### config.mk
export PLATFORM = sky130hd
export DESIGN_NAME = can_err_status
export DESIGN_NICKNAME = d
export VERILOG_FILES = /design/src/rtl/can_err_pkg.sv /design/src/rtl/can_err_sticky.sv /design/src/rtl/can_err_confine.sv /design/src/rtl/can_err_boff.sv /design/src/rtl/can_err_status.sv
export SDC_FILE = /design/constraint.sdc
export NUM_CORES = 1
export LEC_CHECK = 0
export ABC_AREA = 1
export BUFFER_PORTS_ARGS = -buffer_cell sky130_fd_sc_hd__buf_2
export CAP_MARGIN = 10
export CORE_MARGIN = 2
export CORE_UTILIZATION = 27
export CTS_CLUSTER_DIAMETER = 40
export DETAILED_ROUTE_END_ITERATION = 16
export GPL_TIMING_DRIVEN = 0
export MAX_ROUTING_LAYER = met4
export PLACE_DENSITY = 0.85
export SLEW_MARGIN = 20
export SYNTH_ARGS = -nofsm -noshare
export SYNTH_HDL_FRONTEND = slang
export SYNTH_SLANG_ARGS = --single-unit
export TNS_END_PERCENT = 50
### constraint.sdc
create_clock -name clk -period 1.25 [get_ports clk]
set_input_delay 0.0625 -clock clk [delete_from_list [all_inputs] [get_ports clk]]
set_output_delay 0.0625 -clock clk [all_outputs]
set_load 0.01 [all_outputs]
### src/rtl/can_err_pkg.sv
package can_err_pkg;
   localparam int unsigned BIT_ACK   = 13;
   localparam int unsigned BIT_STUFF = 10;
   localparam int unsigned BIT_TXW   = 9;
   localparam int unsigned BIT_RXW   = 8;
   localparam int unsigned BIT_IDLE  = 7;
   localparam int unsigned BIT_DIR   = 6;
   localparam int unsigned BIT_FC_LO = 4;
   localparam int unsigned BIT_BOFF  = 2;
   localparam int unsigned N_EVT     = 4;
   localparam int unsigned MIN_DATA_W = BIT_ACK + 1;

   typedef enum logic [1:0] {
      FC_ACTIVE  = 2'b00,
      FC_PASSIVE = 2'b01,
      FC_BUSOFF  = 2'b10
   } fc_e;
endpackage

### src/rtl/can_err_sticky.sv
module can_err_sticky #(
   parameter int unsigned N = 4
) (
   input  logic         clk,
   input  logic         rst_n,
   input  logic         soft_clr,
   input  logic         rd_clr,
   input  logic [N-1:0] evt,
   output logic [N-1:0] flags
);
   for (genvar i = 0; i < N; i++) begin : g_flag
      always_ff @(posedge clk or negedge rst_n) begin
         if (!rst_n)        flags[i] <= 1'b0;
         else if (soft_clr) flags[i] <= 1'b0;
         else if (evt[i])   flags[i] <= 1'b1;
         else if (rd_clr)   flags[i] <= 1'b0;
      end
   end
endmodule

### src/rtl/can_err_confine.sv
module can_err_confine
   import can_err_pkg::*;
#(
   parameter int unsigned CNT_W    = 9,
   parameter int unsigned WARN_LVL = 96,
   parameter int unsigned PASS_LVL = 128,
   parameter int unsigned BOFF_LVL = 256
) (
   input  logic [CNT_W-1:0] tx_cnt,
   input  logic [CNT_W-1:0] rx_cnt,
   input  logic             listen_only,
   output logic             tx_warn,
   output logic             rx_warn,
   output fc_e              fc,
   output logic             boff_state
);
   localparam logic [CNT_W-1:0] WARN_V = CNT_W'(WARN_LVL);
   localparam logic [CNT_W-1:0] PASS_V = CNT_W'(PASS_LVL);
   localparam logic [CNT_W-1:0] BOFF_V = CNT_W'(BOFF_LVL);

   logic tx_pass, rx_pass, tx_off;

   assign tx_warn = (tx_cnt >= WARN_V);
   assign rx_warn = (rx_cnt >= WARN_V);
   assign tx_pass = (tx_cnt >= PASS_V);
   assign rx_pass = (rx_cnt >= PASS_V);
   assign tx_off  = (tx_cnt >= BOFF_V);

   assign boff_state = tx_off && !listen_only;

   always_comb begin
      if (listen_only)            fc = FC_PASSIVE;
      else if (tx_off)            fc = FC_BUSOFF;
      else if (tx_pass || rx_pass) fc = FC_PASSIVE;
      else                        fc = FC_ACTIVE;
   end
endmodule

### src/rtl/can_err_boff.sv
module can_err_boff (
   input  logic clk,
   input  logic rst_n,
   input  logic soft_clr,
   input  logic boff_state,
   input  logic wr_clr,
   output logic flag
);
   logic state_q;
   logic entry;

   assign entry = boff_state && !state_q;

   always_ff @(posedge clk or negedge rst_n) begin
      if (!rst_n) begin
         state_q <= 1'b0;
         flag    <= 1'b0;
      end else begin
         state_q <= boff_state;
         if (soft_clr)    flag <= 1'b0;
         else if (entry)  flag <= 1'b1;
         else if (wr_clr) flag <= 1'b0;
      end
   end
endmodule

### src/rtl/can_err_status.sv
module can_err_status
   import can_err_pkg::*;
#(
   parameter int unsigned DATA_W   = 16,
   parameter int unsigned CNT_W    = 9,
   parameter int unsigned WARN_LVL = 96,
   parameter int unsigned PASS_LVL = 128,
   parameter int unsigned BOFF_LVL = 256
) (
   input  logic              clk,
   input  logic              rst_n,
   input  logic              soft_rst_i,
   input  logic              evt_ack_i,
   input  logic              evt_crc_i,
   input  logic              evt_form_i,
   input  logic              evt_stuff_i,
   input  logic [CNT_W-1:0]  tx_cnt_i,
   input  logic [CNT_W-1:0]  rx_cnt_i,
   input  logic              listen_only_i,
   input  logic              bus_idle_i,
   input  logic              bus_tx_i,
   input  logic              boff_mask_i,
   input  logic              rd_en_i,
   input  logic              wr_en_i,
   input  logic [DATA_W-1:0] wr_data_i,
   output logic [DATA_W-1:0] rd_data_o,
   output logic              boff_irq_o
);
   if (DATA_W < MIN_DATA_W) begin : g_bad_data_w
      $error("can_err_status: DATA_W too small for the status layout");
   end
   if (BOFF_LVL >= (1 << CNT_W) || !(WARN_LVL < PASS_LVL && PASS_LVL < BOFF_LVL)) begin : g_bad_lvl
      $error("can_err_status: thresholds must rise and fit CNT_W");
   end

   logic [N_EVT-1:0] evt_vec;
   logic [N_EVT-1:0] err_flags;
   logic             tx_warn, rx_warn, boff_state, boff_flag;
   fc_e              fc;

   assign evt_vec = {evt_ack_i, evt_crc_i, evt_form_i, evt_stuff_i};

   can_err_sticky #(.N(N_EVT)) u_sticky (
      .clk      (clk),
      .rst_n    (rst_n),
      .soft_clr (soft_rst_i),
      .rd_clr   (rd_en_i),
      .evt      (evt_vec),
      .flags    (err_flags)
   );

   can_err_confine #(
      .CNT_W    (CNT_W),
      .WARN_LVL (WARN_LVL),
      .PASS_LVL (PASS_LVL),
      .BOFF_LVL (BOFF_LVL)
   ) u_confine (
      .tx_cnt      (tx_cnt_i),
      .rx_cnt      (rx_cnt_i),
      .listen_only (listen_only_i),
      .tx_warn     (tx_warn),
      .rx_warn     (rx_warn),
      .fc          (fc),
      .boff_state  (boff_state)
   );

   can_err_boff u_boff (
      .clk        (clk),
      .rst_n      (rst_n),
      .soft_clr   (soft_rst_i),
      .boff_state (boff_state),
      .wr_clr     (wr_en_i && wr_data_i[BIT_BOFF]),
      .flag       (boff_flag)
   );

   always_comb begin
      rd_data_o = '0;
      rd_data_o[BIT_ACK:BIT_STUFF]       = err_flags;
      rd_data_o[BIT_TXW]                 = tx_warn;
      rd_data_o[BIT_RXW]                 = rx_warn;
      rd_data_o[BIT_IDLE]                = bus_idle_i;
      rd_data_o[BIT_DIR]                 = bus_tx_i;
      rd_data_o[BIT_FC_LO+1:BIT_FC_LO]   = fc;
      rd_data_o[BIT_BOFF]                = boff_flag;
   end

   assign boff_irq_o = boff_flag && boff_mask_i;
endmodule

# Yosys cells after proc, flatten, opt, wreduce, memory -nomap -nowiden
# Cells that the tools add are included.
[classes]
n_lt_le_gt_ge = 5
mux = 15
reduce_logical = 12
[ops]
columns = ["op", "n"]
rows = [
  ["9-bit by 7-bit greater-or-equal comparator with 1-bit output (second input constant)", 2],
  ["9-bit by 8-bit greater-or-equal comparator with 1-bit output (second input constant)", 2],
  ["3-bit nonzero test", 5],
  ["1-bit 2-to-1 mux", 13],
  ["9-bit greater-or-equal comparator (second input constant)", 1],
  ["1-bit logical AND", 4],
  ["2-bit 2-to-1 mux", 2],
  ["1-bit logical NOT", 2],
  ["1-bit logical OR", 1],
]
[word_totals]
regBits = 6
elab_cells = 38

# Longest topological paths before layout
[logic_depth]
depth_word = 5
mapped_depth = 3

# By module
# A second synthesis with hierarchy kept.
[unflattened]
cells_unflattened = 50
hier_area_um2 = 374.1
[by_module_without_submodules]
columns = ["mod", "instances", "cells_each", "area_per_inst_um2"]
rows = [
  ["can_err_sticky", 1, 17, 153.9],
  ["can_err_status", 1, 15, 93.8],
  ["can_err_boff", 1, 7, 73.8],
  ["can_err_confine", 1, 11, 52.6],
]

# Least setup slack after synthesis
# OpenSTA, ideal clock, no wires.
[synth_path]
kind = "register to register"
from = "register, netlist name u_sticky.flags[0]"
to = "register u_sticky.flags[0]"
t_arrival_ns = 0.574
t_required_ns = 1.132
slack_ns = 0.558
stages_incl_launch_ff = 3
period_less_slack_ns = 0.692
cell_sequence = "dfrtp_1 -> a21oi_1 -> nor2_1"
[synth_rtl]
columns = ["item", "line", "rtl"]
rows = [
  ["to (signal, indexed assignment)", "can_err_sticky.sv:13", "if (!rst_n) flags[i] <= 1'b0;"],
  ["to (signal, indexed assignment)", "can_err_sticky.sv:14", "else if (soft_clr) flags[i] <= 1'b0;"],
  ["to (signal, indexed assignment)", "can_err_sticky.sv:15", "else if (evt[i]) flags[i] <= 1'b1;"],
  ["to (decl)", "can_err_sticky.sv:9", "output logic [N-1:0] flags"],
]

# Final worst setup path
[layout_path]
from = "register u_boff.flag"
to = "output port rd_data_o[2]"
[layout_rtl]
columns = ["item", "line", "rtl"]
rows = [
  ["from (decl)", "can_err_boff.sv:7", "output logic flag"],
  ["from (signal assigned)", "can_err_boff.sv:17", "flag <= 1'b0;"],
  ["from (signal assigned)", "can_err_boff.sv:20", "if (soft_clr) flag <= 1'b0;"],
  ["from (signal assigned)", "can_err_boff.sv:21", "else if (entry) flag <= 1'b1;"],
  ["to (decl)", "can_err_status.sv:26", "output logic [DATA_W-1:0] rd_data_o,"],
]
# No word-level cell between the ends.

==> summary.md <==
| Metric | Value |
|---|---|
| Fin cells | `99` |
| TritonCTS buffer count | `3` |
| Clock sink count | `6` |
| P_sw | `about 0.00013 W` |
| Synth area leader | `dfrtp_1` |
| Rows | `13` |
| Share of power burned in the clock network | `approximately a third` |
| Tcrit/Tclk final | `between 70% and 80%` |
| Startpoint types | `flop` |
| Inst Count DP | `95` |
| Largest net degree at the start of global routing | `7` |
| Kind of critical path | `flop to primary output` |
| Routed Antenna Nets | `0` |
| Die area | `0.00161 sq mm` |
| Synth cell types | `10` |
| Min Clock Period, post-route | `roughly 0.93 ns` |
| Top cells by area, synth | `dfrtp_1, buf_4, nand2_1` |
| Mean Syn Cell Area | `a little under 8 sq um` |
| Remaining DRCs | `0` |
| Crit Path Max Fanout | `3` |
| PwrDens | `between 800 and 900 mW/mm^2` |
| All-Layer GR Usage | `roughly a tenth` |
| GRT overflow | `0` |
| # H-tree levels | `1` |
| Leak | `around 0.36 nW` |
| Worst Path Required | `about 1.2 ns` |
| Dominant cell by count in the synthesized netlist | `buf_4` |
| Comb pwr share | `25.1%` |
| Drt first pass iters | `2` |
| Synth warnings | `0` |
| Synth Cell Area | `between 300 and 400 sq um` |
| Syn Inst Count | `45` |
| Maximum vdd drop | `around 330 uV` |
| Vias after detailed routing | `378` |
| Setup WS post-layout | `approximately 0.32 ns` |
| Area share of the largest cell type after synthesis | `between 40% and 50%` |
| Sequential fraction of the synthesis area | `between 40 and 50%` |
| Worst hold path type | `primary input to flop` |
| Status | `finished, final reports clean` |
| Pre-CTS setup slack | `0.562 ns` |
| Placer Congestion | `between 0.6 and 0.7` |
| Area grow syn2layout | `62.8%` |
| Global-route wire length before repair | `about 1 mm` |
| Routed WL | `approximately 750 um` |
| Hold Vio Cnt, Final | `0` |
| Final nets | `133` |
| Initial antenna violation count | `0` |
| Sw Ratio | `24.7%` |
| Clk root buf | `clkbuf_4` |
| Die Width | `approximately 40 um` |
| Ant. Diodes | `0` |
| Part of the power in registers | `between 40% and 50%` |
| Clock skew | `about 0.000089 ns` |
| Vias in the first global route | `between 200 and 300` |
| Port bufs | `31` |
| I/O pin count | `64` |
| Synth top cells by count | `buf_4, nand2_1, nor2_1` |
| HPWL Detailed | `roughly 660 um` |
| Setup TNS | `0 ns` |
| Post-synth EDFFs | `0` |
| Main flop type after synthesis | `dfrtp_1` |
| Die Span Y | `around 40 um` |
| Worst skew pair latency | `0.23 ns` |
| Clock-pin transition on the worst setup and hold timing paths | `0.04 ns` |
| Layout cells sized above 1 | `56.0%` |
| First DRT Iteration DRCs | `1` |
| CTS tree | `done` |
| Setup repair bufs after CTS | `0` |
| RSZ-0062 raised after global routing | `false` |
| WL/cell | `roughly 7.5 um` |
| Core Area | `~0.0013 sq mm` |
| Fmax | `roughly 1.1 GHz` |
| Vias/cell | `around 3.8` |
| CP arrival | `0.87 ns` |
| Pins Over Slew Limit | `0` |
| Seq cells post-synth | `6` |
| Initial Util | `28.2%` |
| Final setup vio count | `0` |
| Worst-case clock buffer depth | `2` |
| Max-cap violations | `0` |
| Ys async rst share | `100%` |
| Setup crit end kind | `primary output` |
| Internal | `around 0.00038 W` |
[worst max-delay path, cell delays in order (launching register included)]
cell	delay, ns
dfrtp_1	0.38
buf_4	0.13
buf_2	0.13
[timing repair]
action	in CTS	in global routing
hold endpoints to repair	6	0
resized for setup	0	0
hold buffers	1	0
[logic make-up after synthesis]
logic type | Yosys count | synth area share (%)
and+or+nand+nor | 16 | 18.1
buffers and inverters | 16 | 28.7
AOI/OAI and AO/OA | 6 | 9.57
DFF | 6 | 42.6
other | 1 | 1.06
[final timing paths]
| check | start | end | slack [ns] | cells after the start |
|---|---|---|---|---|
| hold / removal | listen_only_i | u_boff.state_q | 0.02 | 2 |
| min in group asynchronous | rst_n | u_sticky.flags[1] | 0.18 | 2 |
| setup / recovery | u_boff.flag | rd_data_o[2] | 0.32 | 2 |
| hold reg to reg | u_sticky.flags[0] | u_sticky.flags[0] | 0.50 | 2 |
| max in group asynchronous | rst_n | u_boff.flag | 0.93 | 2 |
| setup reg to reg | u_sticky.flags[1] | u_sticky.flags[1] | 0.57 | 2 |
[power by group through the flow]
stage	logic (W)	clock network [W]	registers, W
floorplan	0.0000638	0	0.000219
global placement	0.000125	0	0.000214
detailed placement	0.000127	0	0.000215
CTS	0.000130	0.000182	0.000212
global route	0.000146	0.000189	0.000212
finish	0.000128	0.000171	0.000212
[metal layers]
metal | part of all wire (%) | global-route usage, %
met5 | 0 | -
met4 | 0 | 12.9
met3 | 10 | 0
met2 | 55 | 19.8
met1 | 34 | 7.07
[placed cells by master (no fill, tap or decap), types with 3 or more instances in the layout]
cell	count
a21oi_1	5
conb_1	5
inv_1	5
clkbuf_4	3
nor2_1	7
buf_4	11
buf_2	31
dfrtp_1	6
nand2_1	7
[final cells by class]
cell class | instances | area [sq um]
timing repair buffer | 32 | 165
inverter | 5 | 18.8
buffer | 11 | 82.6
sequential | 6 | 150
tap | 15 | 18.8
clock buffer | 3 | 22.5
multi-input combinational | 27 | 116
fill | 132 | 678
[registers in the layout, summed over array words and instances (netlist names)]
name,flops
u_boff.state_q,1
u_sticky.flags,4
u_boff.flag,1
[metrics by stage]
| step | total power, W | hold WS [ns] | utilization, % | instance area, sq um |
|---|---|---|---|---|
| 5_1_grt | 0.000547 | 0.0249 | 45.9 | 574 |
| 4_1_cts | 0.000524 | 0.0150 | 45.9 | 574 |
| 2_1_floorplan | 0.000282 | -0.233 | - | 368 |
| 6_report | 0.000511 | 0.0246 | 45.9 | 574 |
| 3_3_place_gp | 0.000339 | -0.112 | 43.3 | 542 |
| 3_5_place_dp | 0.000342 | -0.107 | 43.3 | 542 |
Note: power is estimated with default switching activity, not from simulation.
